==> config.mk <==
export PLATFORM = sky130hd
export DESIGN_NAME = cap_hold_latch
export DESIGN_NICKNAME = d
export VERILOG_FILES = /design/src/rtl/cap_hold_latch_pkg.sv /design/src/rtl/chl_edge_detect.sv /design/src/rtl/chl_channel.sv /design/src/rtl/chl_hold_bank.sv /design/src/rtl/chl_regif.sv /design/src/rtl/cap_hold_latch.sv
export SDC_FILE = /design/constraint.sdc
export NUM_CORES = 1
export LEC_CHECK = 0
export BUFFER_PORTS_ARGS = -buffer_cell sky130_fd_sc_hd__buf_4
export CORE_UTILIZATION = 45
export CTS_BUF_LIST = sky130_fd_sc_hd__clkbuf_16
export CTS_CLUSTER_SIZE = 40
export DETAILED_ROUTE_END_ITERATION = 8
export PLACE_DENSITY = 0.71
export SYNTH_ARGS = -nofsm -noshare
export SYNTH_HDL_FRONTEND = slang
export SYNTH_HIERARCHICAL = 1
export SYNTH_SLANG_ARGS = --single-unit
==> constraint.sdc <==
create_clock -name clk -period 2.61 [get_ports clk]
set_clock_uncertainty 0.15 [all_clocks]
set_input_delay 0.522 -clock clk [delete_from_list [all_inputs] [get_ports clk]]
set_output_delay 0.522 -clock clk [all_outputs]
set_load 0.1 [all_outputs]
==> src/rtl/cap_hold_latch_pkg.sv <==
package cap_hold_latch_pkg;
   localparam int OFS_CFG       = 0;
   localparam int OFS_CMD       = 1;
   localparam int OFS_HOLD_BASE = 2;
   localparam int CFG_LAT_BIT   = 0;
   localparam int CFG_BUF_BIT   = 1;
   localparam int CMD_FORCE_BIT = 0;

   typedef struct packed {
      logic buf_en;
      logic lat_mode;
   } chl_cfg_t;

   function automatic logic cfg_allows(chl_cfg_t c);
      return c.lat_mode & c.buf_en;
   endfunction
endpackage

==> src/rtl/chl_edge_detect.sv <==
module chl_edge_detect #(
   parameter int NUM_CH = 4
) (
   input  logic              clk,
   input  logic              rst_n,
   input  logic [NUM_CH-1:0] pin_i,
   output logic [NUM_CH-1:0] rise_o
);
   logic [NUM_CH-1:0] pin_q;

   always_ff @(posedge clk or negedge rst_n) begin
      if (!rst_n) pin_q <= '0;
      else        pin_q <= pin_i;
   end

   assign rise_o = pin_i & ~pin_q;
endmodule

==> src/rtl/chl_channel.sv <==
module chl_channel #(
   parameter int TS_W     = 16,
   parameter int PA_W     = 8,
   parameter bit SATURATE = 1'b1
) (
   input  logic            clk,
   input  logic            rst_n,
   input  logic            rise_i,
   input  logic            clear_i,
   input  logic [TS_W-1:0] tmr_i,
   output logic [TS_W-1:0] cap_o,
   output logic [PA_W-1:0] acc_o
);
   localparam logic [PA_W-1:0] ACC_MAX = {PA_W{1'b1}};

   logic [PA_W-1:0] acc_inc;

   generate
      if (SATURATE) begin : g_sat
         assign acc_inc = (acc_o == ACC_MAX) ? acc_o : acc_o + 1'b1;
      end else begin : g_wrap
         assign acc_inc = acc_o + 1'b1;
      end
   endgenerate

   always_ff @(posedge clk or negedge rst_n) begin
      if (!rst_n) cap_o <= '0;
      else if (rise_i) cap_o <= tmr_i;
   end

   always_ff @(posedge clk or negedge rst_n) begin
      if (!rst_n)       acc_o <= '0;
      else if (clear_i) acc_o <= '0;
      else if (rise_i)  acc_o <= acc_inc;
   end
endmodule

==> src/rtl/chl_hold_bank.sv <==
module chl_hold_bank #(
   parameter int NUM_CH = 4,
   parameter int TS_W   = 16,
   parameter int PA_W   = 8
) (
   input  logic                   clk,
   input  logic                   rst_n,
   input  logic                   load_i,
   input  logic [NUM_CH*TS_W-1:0] cap_i,
   input  logic [NUM_CH*PA_W-1:0] acc_i,
   output logic [NUM_CH*TS_W-1:0] hcap_o,
   output logic [NUM_CH*PA_W-1:0] hacc_o
);
   generate
      for (genvar i = 0; i < NUM_CH; i++) begin : g_slot
         always_ff @(posedge clk or negedge rst_n) begin
            if (!rst_n) begin
               hcap_o[i*TS_W +: TS_W] <= '0;
               hacc_o[i*PA_W +: PA_W] <= '0;
            end else if (load_i) begin
               hcap_o[i*TS_W +: TS_W] <= cap_i[i*TS_W +: TS_W];
               hacc_o[i*PA_W +: PA_W] <= acc_i[i*PA_W +: PA_W];
            end
         end
      end
   endgenerate
endmodule

==> src/rtl/chl_regif.sv <==
module chl_regif
   import cap_hold_latch_pkg::*;
#(
   parameter int NUM_CH = 4,
   parameter int TS_W   = 16,
   parameter int PA_W   = 8,
   parameter int ADDR_W = 4,
   parameter int DATA_W = 16
) (
   input  logic                   clk,
   input  logic                   rst_n,
   input  logic                   bus_wr,
   input  logic [ADDR_W-1:0]      bus_addr,
   input  logic [DATA_W-1:0]      bus_wdata,
   output logic [DATA_W-1:0]      bus_rdata,
   input  logic                   ext_req_i,
   input  logic [NUM_CH*TS_W-1:0] hcap_i,
   input  logic [NUM_CH*PA_W-1:0] hacc_i,
   output chl_cfg_t               cfg_o,
   output logic                   latch_o
);
   localparam logic [ADDR_W-1:0] A_CFG = ADDR_W'(OFS_CFG);
   localparam logic [ADDR_W-1:0] A_CMD = ADDR_W'(OFS_CMD);
   localparam int HCAP_BASE = OFS_HOLD_BASE;
   localparam int HACC_BASE = OFS_HOLD_BASE + NUM_CH;

   logic force_wr;
   logic unused_wdata;

   assign unused_wdata = ^bus_wdata[DATA_W-1:2];

   always_ff @(posedge clk or negedge rst_n) begin
      if (!rst_n) cfg_o <= '0;
      else if (bus_wr && bus_addr == A_CFG) begin
         cfg_o.lat_mode <= bus_wdata[CFG_LAT_BIT];
         cfg_o.buf_en   <= bus_wdata[CFG_BUF_BIT];
      end
   end

   assign force_wr = bus_wr && (bus_addr == A_CMD) && bus_wdata[CMD_FORCE_BIT];
   assign latch_o  = (force_wr || ext_req_i) && cfg_allows(cfg_o);

   always_comb begin
      bus_rdata = '0;
      if (bus_addr == A_CFG) begin
         bus_rdata[CFG_LAT_BIT] = cfg_o.lat_mode;
         bus_rdata[CFG_BUF_BIT] = cfg_o.buf_en;
      end
      for (int i = 0; i < NUM_CH; i++) begin
         if (bus_addr == ADDR_W'(HCAP_BASE + i))
            bus_rdata[TS_W-1:0] = hcap_i[i*TS_W +: TS_W];
         if (bus_addr == ADDR_W'(HACC_BASE + i))
            bus_rdata[PA_W-1:0] = hacc_i[i*PA_W +: PA_W];
      end
   end
endmodule

==> src/rtl/cap_hold_latch.sv <==
module cap_hold_latch
   import cap_hold_latch_pkg::*;
#(
   parameter int NUM_CH   = 4,
   parameter int TS_W     = 16,
   parameter int PA_W     = 8,
   parameter int ADDR_W   = 4,
   parameter int DATA_W   = 16,
   parameter bit SATURATE = 1'b1
) (
   input  logic              clk,
   input  logic              rst_n,
   input  logic              bus_wr,
   input  logic [ADDR_W-1:0] bus_addr,
   input  logic [DATA_W-1:0] bus_wdata,
   output logic [DATA_W-1:0] bus_rdata,
   input  logic [NUM_CH-1:0] chan_in,
   input  logic [TS_W-1:0]   tmr_cnt,
   input  logic              ext_latch_req
);
   localparam int REG_COUNT = OFS_HOLD_BASE + 2 * NUM_CH;

   generate
      if (NUM_CH < 1) begin : g_bad_ch
         $error("cap_hold_latch: NUM_CH must be at least 1");
      end
      if (REG_COUNT > (1 << ADDR_W)) begin : g_bad_addr
         $error("cap_hold_latch: ADDR_W too small for register map");
      end
      if (DATA_W < TS_W || DATA_W < PA_W || DATA_W < 3) begin : g_bad_data
         $error("cap_hold_latch: DATA_W too narrow");
      end
   endgenerate

   logic [NUM_CH-1:0]      rise_vec;
   logic [NUM_CH*TS_W-1:0] cap_flat;
   logic [NUM_CH*PA_W-1:0] acc_flat;
   logic [NUM_CH*TS_W-1:0] hcap_flat;
   logic [NUM_CH*PA_W-1:0] hacc_flat;
   logic                   latch_fire;
   chl_cfg_t               cfg;

   chl_edge_detect #(.NUM_CH(NUM_CH)) u_edge (
      .clk(clk), .rst_n(rst_n), .pin_i(chan_in), .rise_o(rise_vec)
   );

   generate
      for (genvar i = 0; i < NUM_CH; i++) begin : g_ch
         chl_channel #(.TS_W(TS_W), .PA_W(PA_W), .SATURATE(SATURATE)) u_ch (
            .clk(clk), .rst_n(rst_n),
            .rise_i(rise_vec[i]), .clear_i(latch_fire), .tmr_i(tmr_cnt),
            .cap_o(cap_flat[i*TS_W +: TS_W]), .acc_o(acc_flat[i*PA_W +: PA_W])
         );
      end
   endgenerate

   chl_hold_bank #(.NUM_CH(NUM_CH), .TS_W(TS_W), .PA_W(PA_W)) u_hold (
      .clk(clk), .rst_n(rst_n), .load_i(latch_fire),
      .cap_i(cap_flat), .acc_i(acc_flat),
      .hcap_o(hcap_flat), .hacc_o(hacc_flat)
   );

   chl_regif #(
      .NUM_CH(NUM_CH), .TS_W(TS_W), .PA_W(PA_W), .ADDR_W(ADDR_W), .DATA_W(DATA_W)
   ) u_regif (
      .clk(clk), .rst_n(rst_n),
      .bus_wr(bus_wr), .bus_addr(bus_addr), .bus_wdata(bus_wdata), .bus_rdata(bus_rdata),
      .ext_req_i(ext_latch_req), .hcap_i(hcap_flat), .hacc_i(hacc_flat),
      .cfg_o(cfg), .latch_o(latch_fire)
   );
endmodule

# ---- Word-level counts from Yosys, hierarchy flattened
# Index checks and enable logic that the tools add are counted.
dict set report op_classes {
  reduce_logical 14
  n_addsub 4
  shifts 0
  n_eq_ne 17
  order_cmp 0
  n_mux 21
  n_mul 0
  n_div 0
  bitwise_logic 3
}
# op n
set ops {}
lappend ops {{$mux 8} 16}
lappend ops {{$mux 16} 4}
lappend ops {{$add 8x1->8 const B} 4}
lappend ops {{$eq 8x8->1 const B} 4}
lappend ops {{$eq 4x3->1 const B} 4}
lappend ops {{$eq 4x2->1 const B} 2}
lappend ops {{$eq 4x4->1 const B} 2}
lappend ops {{$reduce_and 2->1} 4}
lappend ops {{$reduce_bool 2->1} 4}
lappend ops {{$ne 2x2->1 const B} 3}
lappend ops {{$and 4x4->4} 1}
lappend ops {{$eq 4x1->1 const B} 1}
lappend ops {{$logic_and 1x1->1} 4}
lappend ops {{$logic_not 4->1} 1}
lappend ops {{$not 4->4} 1}
lappend ops {{$mux 2} 1}
lappend ops {{$ne 2x1->1 const B} 1}
lappend ops {{$and 1x1->1} 1}
lappend ops {{$logic_or 1x1->1} 1}
dict set report word_totals {
  ramBits 0
  word_cells 78
  ff_bits 198
  rom_bits 0
  in_bits 44
  memories 0
  latchBits 0
  output_inout_bits 16
}

# ---- Logic depth before layout (Yosys ltp)
# Gate-level depths: netlist of the first run.
dict set report logic_depth {
  ltp_word 10
  depth_mapped 9
  ltp_nobuf 6
}

# ---- Hierarchy
# Netlist of the first run, hierarchy kept.
# module area_each_um2 cells_each seq_area_each_um2 n_inst
set by_module_without_submodules {}
lappend by_module_without_submodules {chl_hold_bank 3764.9 203 2402.3 1}
lappend by_module_without_submodules {{chl_channel at g_ch[0].u_ch ...} 1064.8 81 600.6 3}
lappend by_module_without_submodules {{chl_channel at g_ch[2].u_ch} 1079.8 79 600.6 1}
lappend by_module_without_submodules {chl_regif 1052.3 163 50.0 1}
lappend by_module_without_submodules {chl_edge_detect 155.1 8 100.1 1}

# ---- Worst setup path after synthesis of the first run
# Ideal clock, no wire load.
dict set report synth_timing {
  path_type {input to output}
  start {input port bus_addr[2]}
  end {output port bus_rdata[14]}
  slack_ns -1.236
  arrival_time_ns 3.174
  path_stages 6
  t_required_ns 1.938
  path_cell_list {buf_6 buf_6 nand2b_1 nor2_1 a31oi_1 o21ai_0}
}
dict set report synth_between {
  elab_chain_len 5
}
# item line
set synth_lines {}
lappend synth_lines {{start: declaration} cap_hold_latch.sv:14} ;# input logic [ADDR_W-1:0] bus_addr,
lappend synth_lines {{$eq 4x2->1} chl_regif.sv:50} ;# if (bus_addr == ADDR_W'(HCAP_BASE + i))
lappend synth_lines {{$mux 16 (3 in a row)} chl_regif.sv:50}
lappend synth_lines {{$mux 16 (*)} chl_regif.sv:50}
lappend synth_lines {{end: declaration} cap_hold_latch.sv:16} ;# output logic [DATA_W-1:0] bus_rdata,
# Every way passes the cells marked *; elsewhere a longest branch is shown, timed or not.

# ---- Worst setup path after layout of the first run
dict set report layout_timing {
  start {input port bus_addr[3]}
  end {output port bus_rdata[4]}
}
dict set report layout_between {
  elab_chain_len 9
}
# item line
set layout_lines {}
lappend layout_lines {{$eq 4x2->1} chl_regif.sv:50}
lappend layout_lines {{$mux 16} chl_regif.sv:50}
lappend layout_lines {{$mux 8} chl_regif.sv:52} ;# if (bus_addr == ADDR_W'(HACC_BASE + i))
lappend layout_lines {{$mux 16} chl_regif.sv:50}
lappend layout_lines {{$mux 8} chl_regif.sv:52}
lappend layout_lines {{$mux 16} chl_regif.sv:50}
lappend layout_lines {{$mux 8} chl_regif.sv:52}
lappend layout_lines {{$mux 16} chl_regif.sv:50}
lappend layout_lines {{$mux 8 (*)} chl_regif.sv:52}
# Marks and branches as above.

==> results of run 1 <==
## cells in the mapped netlist, types with 8 or more instances
cell type / instances
sky130_fd_sc_hd__a211oi_1: 14
sky130_fd_sc_hd__mux2_1: 45
sky130_fd_sc_hd__nor2b_1: 8
sky130_fd_sc_hd__mux2_4: 45
sky130_fd_sc_hd__a21oi_1: 30
sky130_fd_sc_hd__and2_1: 9
sky130_fd_sc_hd__o22ai_1: 12
sky130_fd_sc_hd__buf_2: 19
sky130_fd_sc_hd__dfrtp_1: 198
sky130_fd_sc_hd__nor2_1: 26
sky130_fd_sc_hd__mux2i_1: 11
sky130_fd_sc_hd__nor3_1: 15
sky130_fd_sc_hd__nand2b_1: 11
sky130_fd_sc_hd__a22oi_1: 12
sky130_fd_sc_hd__nand2_1: 16
sky130_fd_sc_hd__o21ai_1: 16
sky130_fd_sc_hd__mux2_2: 77
sky130_fd_sc_hd__a31oi_1: 13
sky130_fd_sc_hd__nand3_1: 13
## where the power goes
group / internal, uW / total [uW] / switching [uW]
clock network: 1420 / 2610 / 1190
registers: 4030 / 4850 / 822
logic: 1420 / 2630 / 1210
## sequential cells by signal (all words and copies together), names as in the netlist
register         flops
u_edge/pin_q         4
g_ch.u_ch/cap_o     64
u_hold/hacc_o       32
g_ch.u_ch/acc_o     32
u_regif/cfg_o        2
u_hold/hcap_o       64
## worst paths after layout
check                      slack [ns]                endpoint
setup reg to reg                 0.80   g_ch[0].u_ch/acc_o[4]
setup / recovery                -0.02            bus_rdata[4]
min in group asynchronous        0.42   g_ch[3].u_ch/acc_o[4]
hold reg to reg                  0.33  g_ch[1].u_ch/cap_o[10]
hold / removal                   0.05         u_edge/pin_q[3]
max in group asynchronous        1.16       u_hold/hcap_o[58]
## critical path, stage by stage
cell and delay [ns]:
sky130_fd_sc_hd__buf_4 0.16, sky130_fd_sc_hd__or2_4 0.27, sky130_fd_sc_hd__buf_4 0.16, sky130_fd_sc_hd__o32ai_2 0.31
sky130_fd_sc_hd__a31oi_2 0.15, sky130_fd_sc_hd__a21oi_2 0.19, sky130_fd_sc_hd__buf_12 0.20
## routing by layer
| layer | global-route usage | vias to the layer above | wire length [um] |
|---|---|---|---|
| met2 | 0.329 | 162 | 10000 |
| met1 | 0.281 | 3134 | 9490 |
| li1 | - | 2730 | - |
| met5 | 0 | - | 0 |
| met3 | 0.0332 | 29 | 743 |
| met4 | 0.0674 | 0 | 371 |
## through the flow
step                      instance area, um2  setup TNS, ns  std cells  power [uW]
after floorplan                         9340         -16.58        696        6600
after global placement                 10200         -0.105       1021        7240
after detailed placement               10200         -0.175       1021        7410
after CTS                              10800              0       1053       10100
after global routing                   11000         -0.139       1053       10600
final                                  11000        -0.0358       1053       10100
## kinds of logic (layout without fill, tap and decap cells)
kind of cell / count (synthesis) / after routing / share of synthesized area
AOI/OAI and AO/OA: 133 / 133 / 0.0986
adders and majority gates: 4 / 4 / 0.00541
and+or+nand+nor: 143 / 143 / 0.0922
DFF: 198 / 198 / 0.536
buffers and inverters: 40 / 127 / 0.0344
muxes: 178 / 178 / 0.234
## what timing repair did
item | CTS | global route
pin swaps | 0 | 2
gates cloned | 0 | 0
endpoints found under the hold margin | 39 | 0
hold buffers | 1 | 0
buffers inserted | 0 | 0
endpoints found under the setup margin | 4 | 13
resized for setup | 6 | 31
## final cells by class
cell class | count | share of cell area
repair buffers | 92 | 0.0837
clock inverters | 14 | 0.0139
flip-flops and latches | 198 | 0.452
inverters | 4 | 0.00137
clock buffers | 17 | 0.0388
multi-input cells | 458 | 0.380
well taps | 270 | 0.0308
==> impl.org, run 1 <==
** Detailed routing
- DR vias :: 6055
- The detailed router finished its first iteration with roughly 440 violations.
- The final layout contains routed wiring with a total length of 20600 um.
- For this run, the detailed router's first-pass iteration total came to 5.
- Average vias per placed instance :: ~5.8
- The detail route stage leaves a number of antenna-violating nets equal to 0.
- DRC violation count after routing :: 0
- Wirelength per Cell :: 19.6 um

** Clocking
- Post-CTS clock slew at the launch and capture registers of the worst setup and hold paths :: 0.07 ns
- The clock reaches the later pin of the worst-skew pair after 0.44 ns.
- Clock Path Buffers :: 2
- Number of buffers inserted during clock tree synthesis :: 17
- TritonCTS built the clock tree.
- Clock root buffer master :: sky130_fd_sc_hd__clkbuf_16
- Number of clock sinks seen by CTS :: 198
- The clock tree synthesis step divided the H-tree into 4 levels.

** Run status
- The checks that failed: negative setup slack.
- Run status :: finished, violations left

** STA
- Setup repair after global routing could not meet its margin everywhere.
- Setup violation total in the final timing report :: 2
- The number of pins with negative max-slew slack in the final report was 0.
- At the pin with the least slew margin, the transition time is 0.463 ns.
- Count of endpoints failing hold in the final timing report :: 0
- Derived from the worst setup path, the maximum achievable clock frequency is 0.380 GHz.
- Fraction of the cycle the final worst path needs :: 1.01
- The routed design could run at a clock period as short as around 2.6 ns.
- Relative slew slack :: 0.691
- Minimum hold slack :: 0.0529 ns
- Across all setup checks in the final design, the least slack found is -0.0224 ns.

** Placement
- Worst setup slack after placement :: -0.0821 ns
- The HPWL after detailed placement is 14300 um.
- Input and output buffers added on the ports amount to 45.
- The congestion estimate from routability-driven global placement came to 0.853.

** Floorplanning
- Count of standard-cell rows :: 52
- The core region is 20200 um2.
- I/O pins :: 60
- Overall die area :: between 20000 and 25000 um2
- The initial utilization of the core area, before any placement, comes to 0.458.
- The floorplan step set the die width to 145 um.
- In this run the vertical extent of the chip is 145 um.

** Global route
- Overall routing resource usage :: 0.204
- The number of global-route vias before repair was 6231.
- Global routing finished with a remaining overflow of 0.
- The first global-routing pass estimated around 34000 um of wire.
- Entering global routing, the biggest net connects 78 pins.
- Antenna violations before repair :: 0

** Final layout
- Leaving out fill and tap cells, the most frequent cells in the layout are sky130_fd_sc_hd__dfrtp_1, sky130_fd_sc_hd__mux2_2, sky130_fd_sc_hd__buf_4, sky130_fd_sc_hd__mux2_1, sky130_fd_sc_hd__mux2_4.
- The repair_antennas step left the layout with diodes totalling 0.
- Total area of multi-input combinational cells :: between 4000 and 5000 um2
- Fin util :: 0.544
- Ratio of cells with drive above 1 in the final layout :: 0.379
- After filler insertion, the fill cell instance count of the layout stands at 1643.
- Leaving out fill and tap cells, the most frequent cell in the layout is sky130_fd_sc_hd__dfrtp_1.
- The sequential cells in the finished layout cover a total of 4950 um2.
- The area growth from synthesis to layout is 18.7%.
- Final nets :: 819

** Logic synthesis
- Leading post-synthesis cells by cell area :: sky130_fd_sc_hd__dfrtp_1, sky130_fd_sc_hd__mux2_2, sky130_fd_sc_hd__mux2_4, sky130_fd_sc_hd__mux2_1, sky130_fd_sc_hd__a21oi_1
- Sequential cell area fraction in the yosys report :: 0.536
- After synthesis the netlist holds a flip-flop and latch count of 198.
- Synthesized Nets :: 744
- The most used flip-flop cell after synthesis is sky130_fd_sc_hd__dfrtp_1.
- After synthesis, the share of flip-flops with an asynchronous set or reset is 1.00.
- Summed over all instances, the cell type with the most area after synthesis is sky130_fd_sc_hd__dfrtp_1.
- Yosys mapped a number of flops with a built-in enable equal to 0.
- The synthesized netlist contains 53 unique library cells.
- Mapped Cells :: 696
- For this run, the number of Yosys warnings is 6.
- Top cell type's share of synthesized area :: 0.536
- After synthesis the cells add up to 9250 um2.
- Synthesized area per cell :: 13.3 um2

** Worst setup path
- Worst EP required :: 1.94 ns
- Critical path startpoint category :: primary input
- Setup Crit Path Kind :: in -> out
- Cell count of the worst reg-to-reg path :: 5
- Worst Setup SP :: bus_addr[3]
- For the worst setup path, the data arrival time is 1.96 ns.
- Critical Path Fanout Max :: 10
- In this run the critical register-to-register path is launched from u_edge/pin_q[0].
- STA classifies the critical path endpoint as an output pin.

** Power and ir drop
- Leakage power of the design :: 0.00475 uW
- Worst supply voltage drop on vdd :: 0.494 mV
- For this design the ratio of total power to cell area is 920 nW/um2.

** Job
- Total of max-cap violations :: 0

** Worst hold path
- Critical hold path startpoint :: chan_in[3]
- The path class of the tightest hold or removal check is in -> reg.
- Number of cells on the worst hold path :: 1
(Power assumes the default switching activity.)
==> run 2: changes to the inputs <==
--- a/config.mk
+++ b/config.mk
@@ -5,6 +5,7 @@
 export SDC_FILE = /design/constraint.sdc
 export NUM_CORES = 1
 export LEC_CHECK = 0
+export ABC_AREA = 1
 export BUFFER_PORTS_ARGS = -buffer_cell sky130_fd_sc_hd__buf_4
 export CORE_UTILIZATION = 45
 export CTS_BUF_LIST = sky130_fd_sc_hd__clkbuf_16
==> run 2 against run 1 <==
  * The run now ends clean
  * Synthesized area is 0.42% lower
  * Maximum frequency is 2.7% higher
  * Sequential cell count stayed put
  * Worst setup slack better by 0.068 ns
  * Clock power is 16% higher
  * Synthesized cell count is 69% higher
  * First-iteration DRC count is 31% higher
  * Critical path type unchanged
  * Largest cell class unchanged
  * Highest routed layer unchanged
==> impl.org, run 2 <==
** Run status
- Run status :: finished clean

** Final layout
- Of the cells placed in the final design, the portion with a size suffix greater than 1 is 0.136.
- Registers take 4950 um2.
- In the final layout, the registers with the most flip-flops are g_ch.u_ch/cap_o (64), u_hold/hcap_o (64).
- Once layout is complete, the utilization of the core stands at 0.542.
- The area growth from synthesis to layout is 16.4%.
- Most frequent standard cell in the layout excluding fill and tap cells :: sky130_fd_sc_hd__nand2_1
- Commonest non-fill, non-tap cells in the layout :: sky130_fd_sc_hd__nand2_1, sky130_fd_sc_hd__dfrtp_1, sky130_fd_sc_hd__nand3_1, sky130_fd_sc_hd__buf_4, sky130_fd_sc_hd__inv_1
- Final std cell area, no fill :: 10700 um2
- The repair_antennas step left the layout with diodes totalling 0.
- After the last flow step, the layout net total stands at 1279.
- Total area of multi-input combinational cells :: between 3000 and 4000 um2
- Counting the fill cells in the layout gives 1872.

** Worst setup path
- Critical path's largest stage delay :: approximately 0.32 ns
- The critical path in this run is classified as in -> out.
- Worst Setup End Kind :: output pin
- Crit path cell chain :: buf_4, inv_2, nor2_2, nand3_1, nor2_1, nor3_1, nand4_1, buf_4
- For the worst setup path, the data required time is 1.94 ns.
- Crit-path most repeated cell :: sky130_fd_sc_hd__buf_4
- The worst register-to-register path has a depth of 5.
- The largest individual stage delay along the critical path comes from the cell sky130_fd_sc_hd__nor3_1.
- Along the worst path, the maximum fanout reaches 7.
- Reg-to-reg setup timing slack :: approximately 0.7 ns
- The worst register-to-register path ends at u_hold/hcap_o[54].
- Worst R2R Start :: u_regif/cfg_o[0]
- CP Buf/Inv Count :: 3
- Broken down by cell family, the worst path's largest delay share belongs to simple AND/OR/NAND/NOR gates.
- STA puts the critical path data arrival time at about 1.9 ns.
- The worst setup path is launched from a primary input.

** Power and ir drop
- Leakage power of the design :: 0.00576 uW
- Worst supply voltage drop on vdd :: between 0.5 and 0.6 mV
- For this design the ratio of total power to cell area is 877 nW/um2.

** Floorplanning
- Pin placement for this block handled 60 I/O pins.
- Count of standard-cell rows :: 51
- Placeable core region :: 19800 um2
- For this configuration, the core starts out at a cell density of 0.465.
- Chip width :: between 100 and 150 um
- The die is around 150 um tall.
- Overall die area :: between 20000 and 25000 um2

** Global route
- The number of global-route vias before repair is 7169.
- The number of antenna violations at the first check in global routing is 0.
- Overall routing resource usage :: 0.226
- Global routing finished with a remaining overflow of 0.
- Entering global routing, the biggest net connects 97 pins.
- The first global-routing pass estimated 37400 um of wire.

** Detailed routing
- For this run, design rule violations remaining after detail routing come to 0.
- Summed over all layers, the routed wires come to 22900 um.
- DR vias :: 7607
- Average vias per placed instance :: about 5
- The first routing iteration left 577 violations.
- Count of antenna-violating nets left after detailed routing :: 0
- After detailed routing, the average wire length per cell comes to approximately 15 um.
- The first detailed-routing pass took 7 iterations.

** Clocking
- CTS tree :: built
- Post-CTS clock slew at the launch and capture registers of the worst setup and hold paths :: 0.07 ns
- Number of buffers inserted during clock tree synthesis :: 17
- After clock tree synthesis, the setup repair step added 0 buffers.
- Clock root buffer master :: sky130_fd_sc_hd__clkbuf_16
- Number of clock sinks seen by CTS :: 198
- Clock latency on the worst-skew pair :: about 0.43 ns
- Clock H-tree levels :: 4
- The longest clock path from root to sink contains 2 buffers.

** Logic synthesis
- Synthesized area per cell :: 7.84 um2
- The commonest cells after synthesis are sky130_fd_sc_hd__nand2_1, sky130_fd_sc_hd__dfrtp_1, sky130_fd_sc_hd__nand3_1.
- The synthesized netlist occupies a cell area of 9210 um2.
- Number of enable-type register cells in the synthesized netlist :: 0
- Top cell type's share of synthesized area :: 0.538
- Flip-flop and latch count after synthesis :: 198
- By area the synthesized netlist is led by sky130_fd_sc_hd__dfrtp_1, sky130_fd_sc_hd__nand2_1, sky130_fd_sc_hd__nand3_1, sky130_fd_sc_hd__inv_1, sky130_fd_sc_hd__nor2_1.
- The biggest area contributor in the post-synthesis netlist is sky130_fd_sc_hd__dfrtp_1.
- Of the synthesized area, sequential elements account for 0.538.
- Synthesized Nets :: 1222
- The most used flip-flop cell after synthesis is sky130_fd_sc_hd__dfrtp_1.
- In this run, distinct cell masters in the synthesized netlist total 28.
- Number of warnings reported in the yosys synthesis log :: 6
- Post-synthesis async set-or-reset flop share :: 1.00
- Dominant cell by count in the synthesized netlist :: sky130_fd_sc_hd__nand2_1
- Synthesis produced 1174 cells.

** STA
- FMAX :: between 0.3 and 0.4 GHz
- Relative slew slack :: 0.332
- Final number of max-transition violations :: 0
- The total count of hold-check failures in the final report came to 0.
- Min cycle time layout :: 2.56 ns
- At the pin with the least slew margin, the transition time is 1.00 ns.
- Setup TNS :: 0 ns
- Of the available clock period, the critical path in the final layout requires 0.983.
- Setup violations remaining at the end of the flow were counted as 0.
- Unrepaired setup endpoints after global routing :: no

** Worst hold path
- The worst hold path terminates at u_edge/pin_q[3].
- Number of cells on the worst hold path :: 1
- Type of the most critical hold path :: in -> reg
- Critical hold path startpoint :: chan_in[3]

** Placement
- Routability-driven placement finished with a final weighted congestion of 0.837.
- Number of I/O port buffers :: 45
- In this run the cell area measured after placement is 9980 um2.
- Once detailed placement completed, the half-perimeter wirelength came to 15000 um.

** Job
- Total of max-cap violations :: 0
run 2: cell types whose count changed after synthesis, moves of 45 or more:
cell / previous run / this run
sky130_fd_sc_hd__mux2_4: 45 / 0
sky130_fd_sc_hd__inv_1: 4 / 61
sky130_fd_sc_hd__mux2_1: 45 / 0
sky130_fd_sc_hd__nand3_1: 13 / 78
sky130_fd_sc_hd__nand2_1: 16 / 649
sky130_fd_sc_hd__mux2_2: 77 / 2
run 2: kinds of logic (layout without fill, tap and decap cells):
kind of cell	Yosys count	count (layout)	synth area share
AND/OR/NAND/NOR	832	833	0.378
flip-flops	198	198	0.538
buffers and inverters	115	184	0.0607
AO/OA/AOI/OAI	20	20	0.0126
adder cells (fa/ha/maj)	4	4	0.00544
XOR/XNOR	3	3	0.00285
multiplexers	2	2	0.00245
run 2: worst max-delay path by stage:
stage,from,end,slack (ns),cells after the start
after floorplan,bus_addr[2],bus_rdata[2],0.007,6
after global placement,bus_addr[2],bus_rdata[3],0.05,9
after detailed placement,bus_addr[2],bus_rdata[10],0.04,8
after CTS,bus_addr[2],bus_rdata[5],0.04,9
after global routing,bus_addr[2],bus_rdata[0],0.004,12
final,bus_addr[2],bus_rdata[4],0.05,8
run 2: cell type report:
class                           count  share of cell area
Clock inverter                     15              0.0239
Sequential cell                   198               0.462
Timing Repair Buffer               79              0.0684
Tap cell                          265              0.0309
Clock buffer                       17              0.0397
Inverter                           73              0.0258
Multi-Input combinational cell    862               0.349
run 2: where the power goes:
part           leakage, uW  internal (uW)  total [uW]  switching [uW]
registers          0.00254           3870        4460             590
logic              0.00288            637        1890            1260
clock network     0.000339           1890        3040            1150
total              0.00576           6400        9390            3000
run 2: per-stage QoR:
| stage | setup slack [ns] | hold WS (ns) | instances | total power, uW |
|---|---|---|---|---|
| after floorplan | 0.00700 | 0.0764 | 1174 | 5740 |
| after global placement | 0.0481 | 0.304 | 1475 | 6280 |
| after detailed placement | 0.0354 | 0.309 | 1475 | 6370 |
| after CTS | 0.0442 | 0.0329 | 1508 | 9430 |
| after global routing | 0.00387 | 0.0402 | 1509 | 9900 |
| final | 0.0456 | 0.0497 | 1509 | 9390 |
run 2: what timing repair did:
action	in CTS	in global routing
endpoints found under the hold margin	59	0
resized for setup	0	10
setup endpoints to repair	0	10
hold buffers	1	0
run 2: per-layer routing:
metal,track usage,wire [um],vias to the layer above
met5,0,0,-
met4,0.0676,287,0
met3,0.0308,1310,21
met2,0.364,10800,202
met1,0.315,10400,3673
li1,-,-,3711
==> run 3: changes to the inputs <==
--- a/config.mk
+++ b/config.mk
@@ -7,6 +7,8 @@
 export LEC_CHECK = 0
 export ABC_AREA = 1
 export BUFFER_PORTS_ARGS = -buffer_cell sky130_fd_sc_hd__buf_4
+export CAP_MARGIN = 20
+export CORE_MARGIN = 2
 export CORE_UTILIZATION = 45
 export CTS_BUF_LIST = sky130_fd_sc_hd__clkbuf_16
 export CTS_CLUSTER_SIZE = 40
==> constraint.sdc (replaced) <==
create_clock -name clk -period 2.5 [get_ports clk]
set_clock_uncertainty 0.15 [all_clocks]
set_input_delay 0.5 -clock clk [delete_from_list [all_inputs] [get_ports clk]]
set_output_delay 0.5 -clock clk [all_outputs]
set_load 0.1 [all_outputs]
==> run 3 against run 2 <==
  * Power about the same
  * Combinational power increased by 6%
  * Critical path depth unchanged
  * First-iteration DRC count decreased by 6.4%
  * Sequential share of layout area decreased by 0.27 points
  * Die area increased by 2.8%
  * Cell count increased by 0.60%
  * Hold slack got worse by 0.030 ns
  * Critical endpoint is now bus_rdata[5]
  * Highest routed layer is now met5
==> impl.org, run 3 (same netlist as run 2, synthesis figures left out) <==
** Final layout
- Number of antenna repair diodes :: 0
- Final nets :: 1283
- Final instance count without filler cells :: 1518
- Filler instances :: ~1900
- The area growth from synthesis to layout is 17.1%.
- Fin util :: 0.534
- Commonest non-fill, non-tap cells in the layout :: sky130_fd_sc_hd__nand2_1, sky130_fd_sc_hd__dfrtp_1, sky130_fd_sc_hd__nand3_1, sky130_fd_sc_hd__buf_4, sky130_fd_sc_hd__inv_1
- The largest registers in the layout are g_ch.u_ch/cap_o (64), u_hold/hcap_o (64).
- Leaving out fill and tap cells, the most frequent cell in the layout is sky130_fd_sc_hd__nand2_1.
- Ratio of cells with drive above 1 in the final layout :: 0.150

** Floorplanning
- Overall die area :: 21600 um2
- Placeable core region :: ~20000 um2
- Starting density of the core :: 0.457
- Count of standard-cell rows :: 52
- Die outline height :: ~150 um
- In this run the count of I/O pins placed on the die edge is 60.
- Chip width :: 147 um

** Worst setup path
- Data on the critical path is required at its endpoint by 1.85 ns.
- STA classifies the critical path endpoint as an output pin.
- CP Buf/Inv Count :: 3
- In this run the worst path has a maximum fanout of 10.
- Worst Path Arrival :: 1.82 ns
- Traced cell by cell, the critical path runs through buf_4, nor2_4, buf_4, nand3_1, nand3_2, nor3_4, nand4_1, buf_12.
- Critical path startpoint category :: primary input
- The kind of cell with the highest combined delay along the critical path is simple AND/OR/NAND/NOR gates.
- Among the stages of the critical path, the cell type that occurs most often is sky130_fd_sc_hd__buf_4.
- Critical path's largest stage delay :: about 0.24 ns
- Slowest-stage cell, CP :: sky130_fd_sc_hd__buf_12
- Setup Crit Path Kind :: in -> out

** STA
- The number of pins with negative max-slew slack in the final report came to 0.
- At the pin with the least slew margin, the transition time is 1.01 ns.
- Fraction of the cycle the final worst path needs :: 0.987
- After layout, the worst setup slack is 0.0324 ns.
- FMAX :: a little over 0.4 GHz
- Count of endpoints failing hold in the final timing report :: 0
- After routing, the total negative slack on setup checks comes to 0 ns.
- Minimum hold slack :: a little under 0.02 ns
- Counting I/O delays and the setup requirement, the final critical path takes 2.47 ns.
- In this run the tightest slew margin relative to its limit is 0.324.
- Setup violations remaining at the end of the flow were counted as 0.

** Power and ir drop
- The analysis attributes to cell leakage a power of 0.00577 uW.
- Total power divided by cell area :: 872 nW/um2
- Sequential cell fraction of total power :: 0.495
- The share of total power dissipated in combinational logic is 0.214.
- The worst-case IR drop observed on VDD is around 0.59 mV.
- The internal portion of the total power is just over 6000 uW.
- Of the total power, the share spent switching nets is 0.338.
- Summed over all nets, the switching power comes to 3180 uW.
- The share of total power dissipated in the clock network is 0.291.

** Clocking
- Buffers inserted during clock tree synthesis total 17.
- Number of clock sinks seen by CTS :: slightly below 200
- Clock-pin slew was measured on the worst setup and hold paths at 0.07 ns.
- In this run the deepest clock path goes through 2 buffers.
- The H-tree generated during clock tree synthesis spans 4 levels.
- TritonCTS built the clock tree.
- Clock latency on the worst-skew pair :: 0.44 ns
- In this run the clock root is driven by a sky130_fd_sc_hd__clkbuf_16.
- Setup repair bufs after CTS :: 0

** Placement
- The number of placed instances, taps included, is 1484.
- Worst setup slack after placement :: -0.0326 ns
- Number of I/O port buffers :: 45
- Once detailed placement completed, the half-perimeter wirelength came to approximately 15000 um.
- At the end of routability-driven placement, the weighted congestion stood at 0.846.

** Detailed routing
- Number of detailed-routing iterations run before antenna repair :: 4
- For this block, the initial DRC count from the detailed router was 540.
- Dividing the detail-routed wire length by the instance count gives 14.7 um.
- DR vias :: 7505
- In this run the remaining antenna-violating nets after routing total 0.
- DRC violation count after routing :: 0
- Average vias per placed instance :: 4.94
- Total length of routed wires :: roughly 22000 um

** Global route
- First-pass GRT wire length :: roughly 37000 um
- Aggregate global routing overflow :: 0
- Entering global routing, the biggest net connects 97 pins.
- For this run, the total global-route usage over all layers was measured as 0.214.
- Antenna violations before repair :: 1
- Vias in the first global route :: 7295

** Run status
- The flow ran to the end, and the final reports show no timing, DRC or antenna violations.

** Worst hold path
- Type of the most critical hold path :: in -> reg

** Job
- Total of max-cap violations :: 0
## run 3: cell count changes in the layout (fill, tap and decap cells not counted), moves of 3 or more
cell	before	now
sky130_fd_sc_hd__nand3_1	76	70
sky130_fd_sc_hd__nand3_2	2	8
sky130_fd_sc_hd__bufinv_16	7	2
sky130_fd_sc_hd__nor3_1	7	2
sky130_fd_sc_hd__clkinvlp_4	0	4
sky130_fd_sc_hd__nor3_2	0	4
sky130_fd_sc_hd__inv_6	2	5
sky130_fd_sc_hd__nor2_2	17	14
sky130_fd_sc_hd__nor2_4	11	14
## run 3: path summary, 6_finish.rpt
path                                        start                    end  slack [ns]  cells after the start
worst max-delay path                  bus_addr[2]           bus_rdata[5]        0.03                      8
worst min-delay path                   chan_in[1]        u_edge/pin_q[1]        0.02                      1
worst max register to register   u_regif/cfg_o[1]      u_hold/hcap_o[45]        0.66                      5
worst min register to register  u_hold/hacc_o[16]      u_hold/hacc_o[16]        0.32                      2
max in group asynchronous                   rst_n       u_hold/hcap_o[4]        1.13                      3
min in group asynchronous                   rst_n  g_ch[0].u_ch/acc_o[5]        0.42                      2
## run 3: layout make-up
class | instances | area [um2] | share of cell area
repair buffers | 83 | 800 | 0.0742
clock buffers | 17 | 425 | 0.0395
flip-flops and latches | 198 | 4950 | 0.460
well taps | 270 | 338 | 0.0313
inverters | 73 | 294 | 0.0273
multi-input cells | 862 | 3810 | 0.354
clock inverters | 15 | 154 | 0.0143
## run 3: worst register-to-register path: cells and delay by family, from the launching register on
family | cells | cell delay, ns
buf+inv | 1 | 0.43
flops | 1 | 0.37
compound gates | 1 | 0.36
simple gates | 3 | 0.42
## run 3: layer usage
layer / track usage / wire length, um / vias to the layer above
met2: 0.343 / 10600 / 165
met5: 0 / 16 / -
met3: 0.0435 / 1180 / 33
met1: 0.298 / 10200 / 3575
met4: 0.0596 / 301 / 2
li1: - / - / 3730
## run 3: power groups by stage
stage                     clock network, uW  logic [uW]  registers, uW
after floorplan                           0        1480           4520
after global placement                    0        1890           4680
after detailed placement                  0        1950           4700
after CTS                              2770        1960           4650
after global routing                   2890        2290           4760
final                                  2730        2010           4650
## run 3: timing repair
action                                 in CTS  in global routing
setup endpoints to repair                   3                 14
hold buffers                                1                  0
gates cloned                                0                  1
pin swaps                                   0                  5
endpoints found under the hold margin      47                  0
resized for setup                           1                 29
## run 3: metrics by stage
stage	power (uW)	area, um2
3_5_place_dp	6640	10100
4_1_cts	9380	10600
6_report	9400	10800
3_3_place_gp	6570	10100
5_1_grt	9940	10800
2_1_floorplan	6000	9290
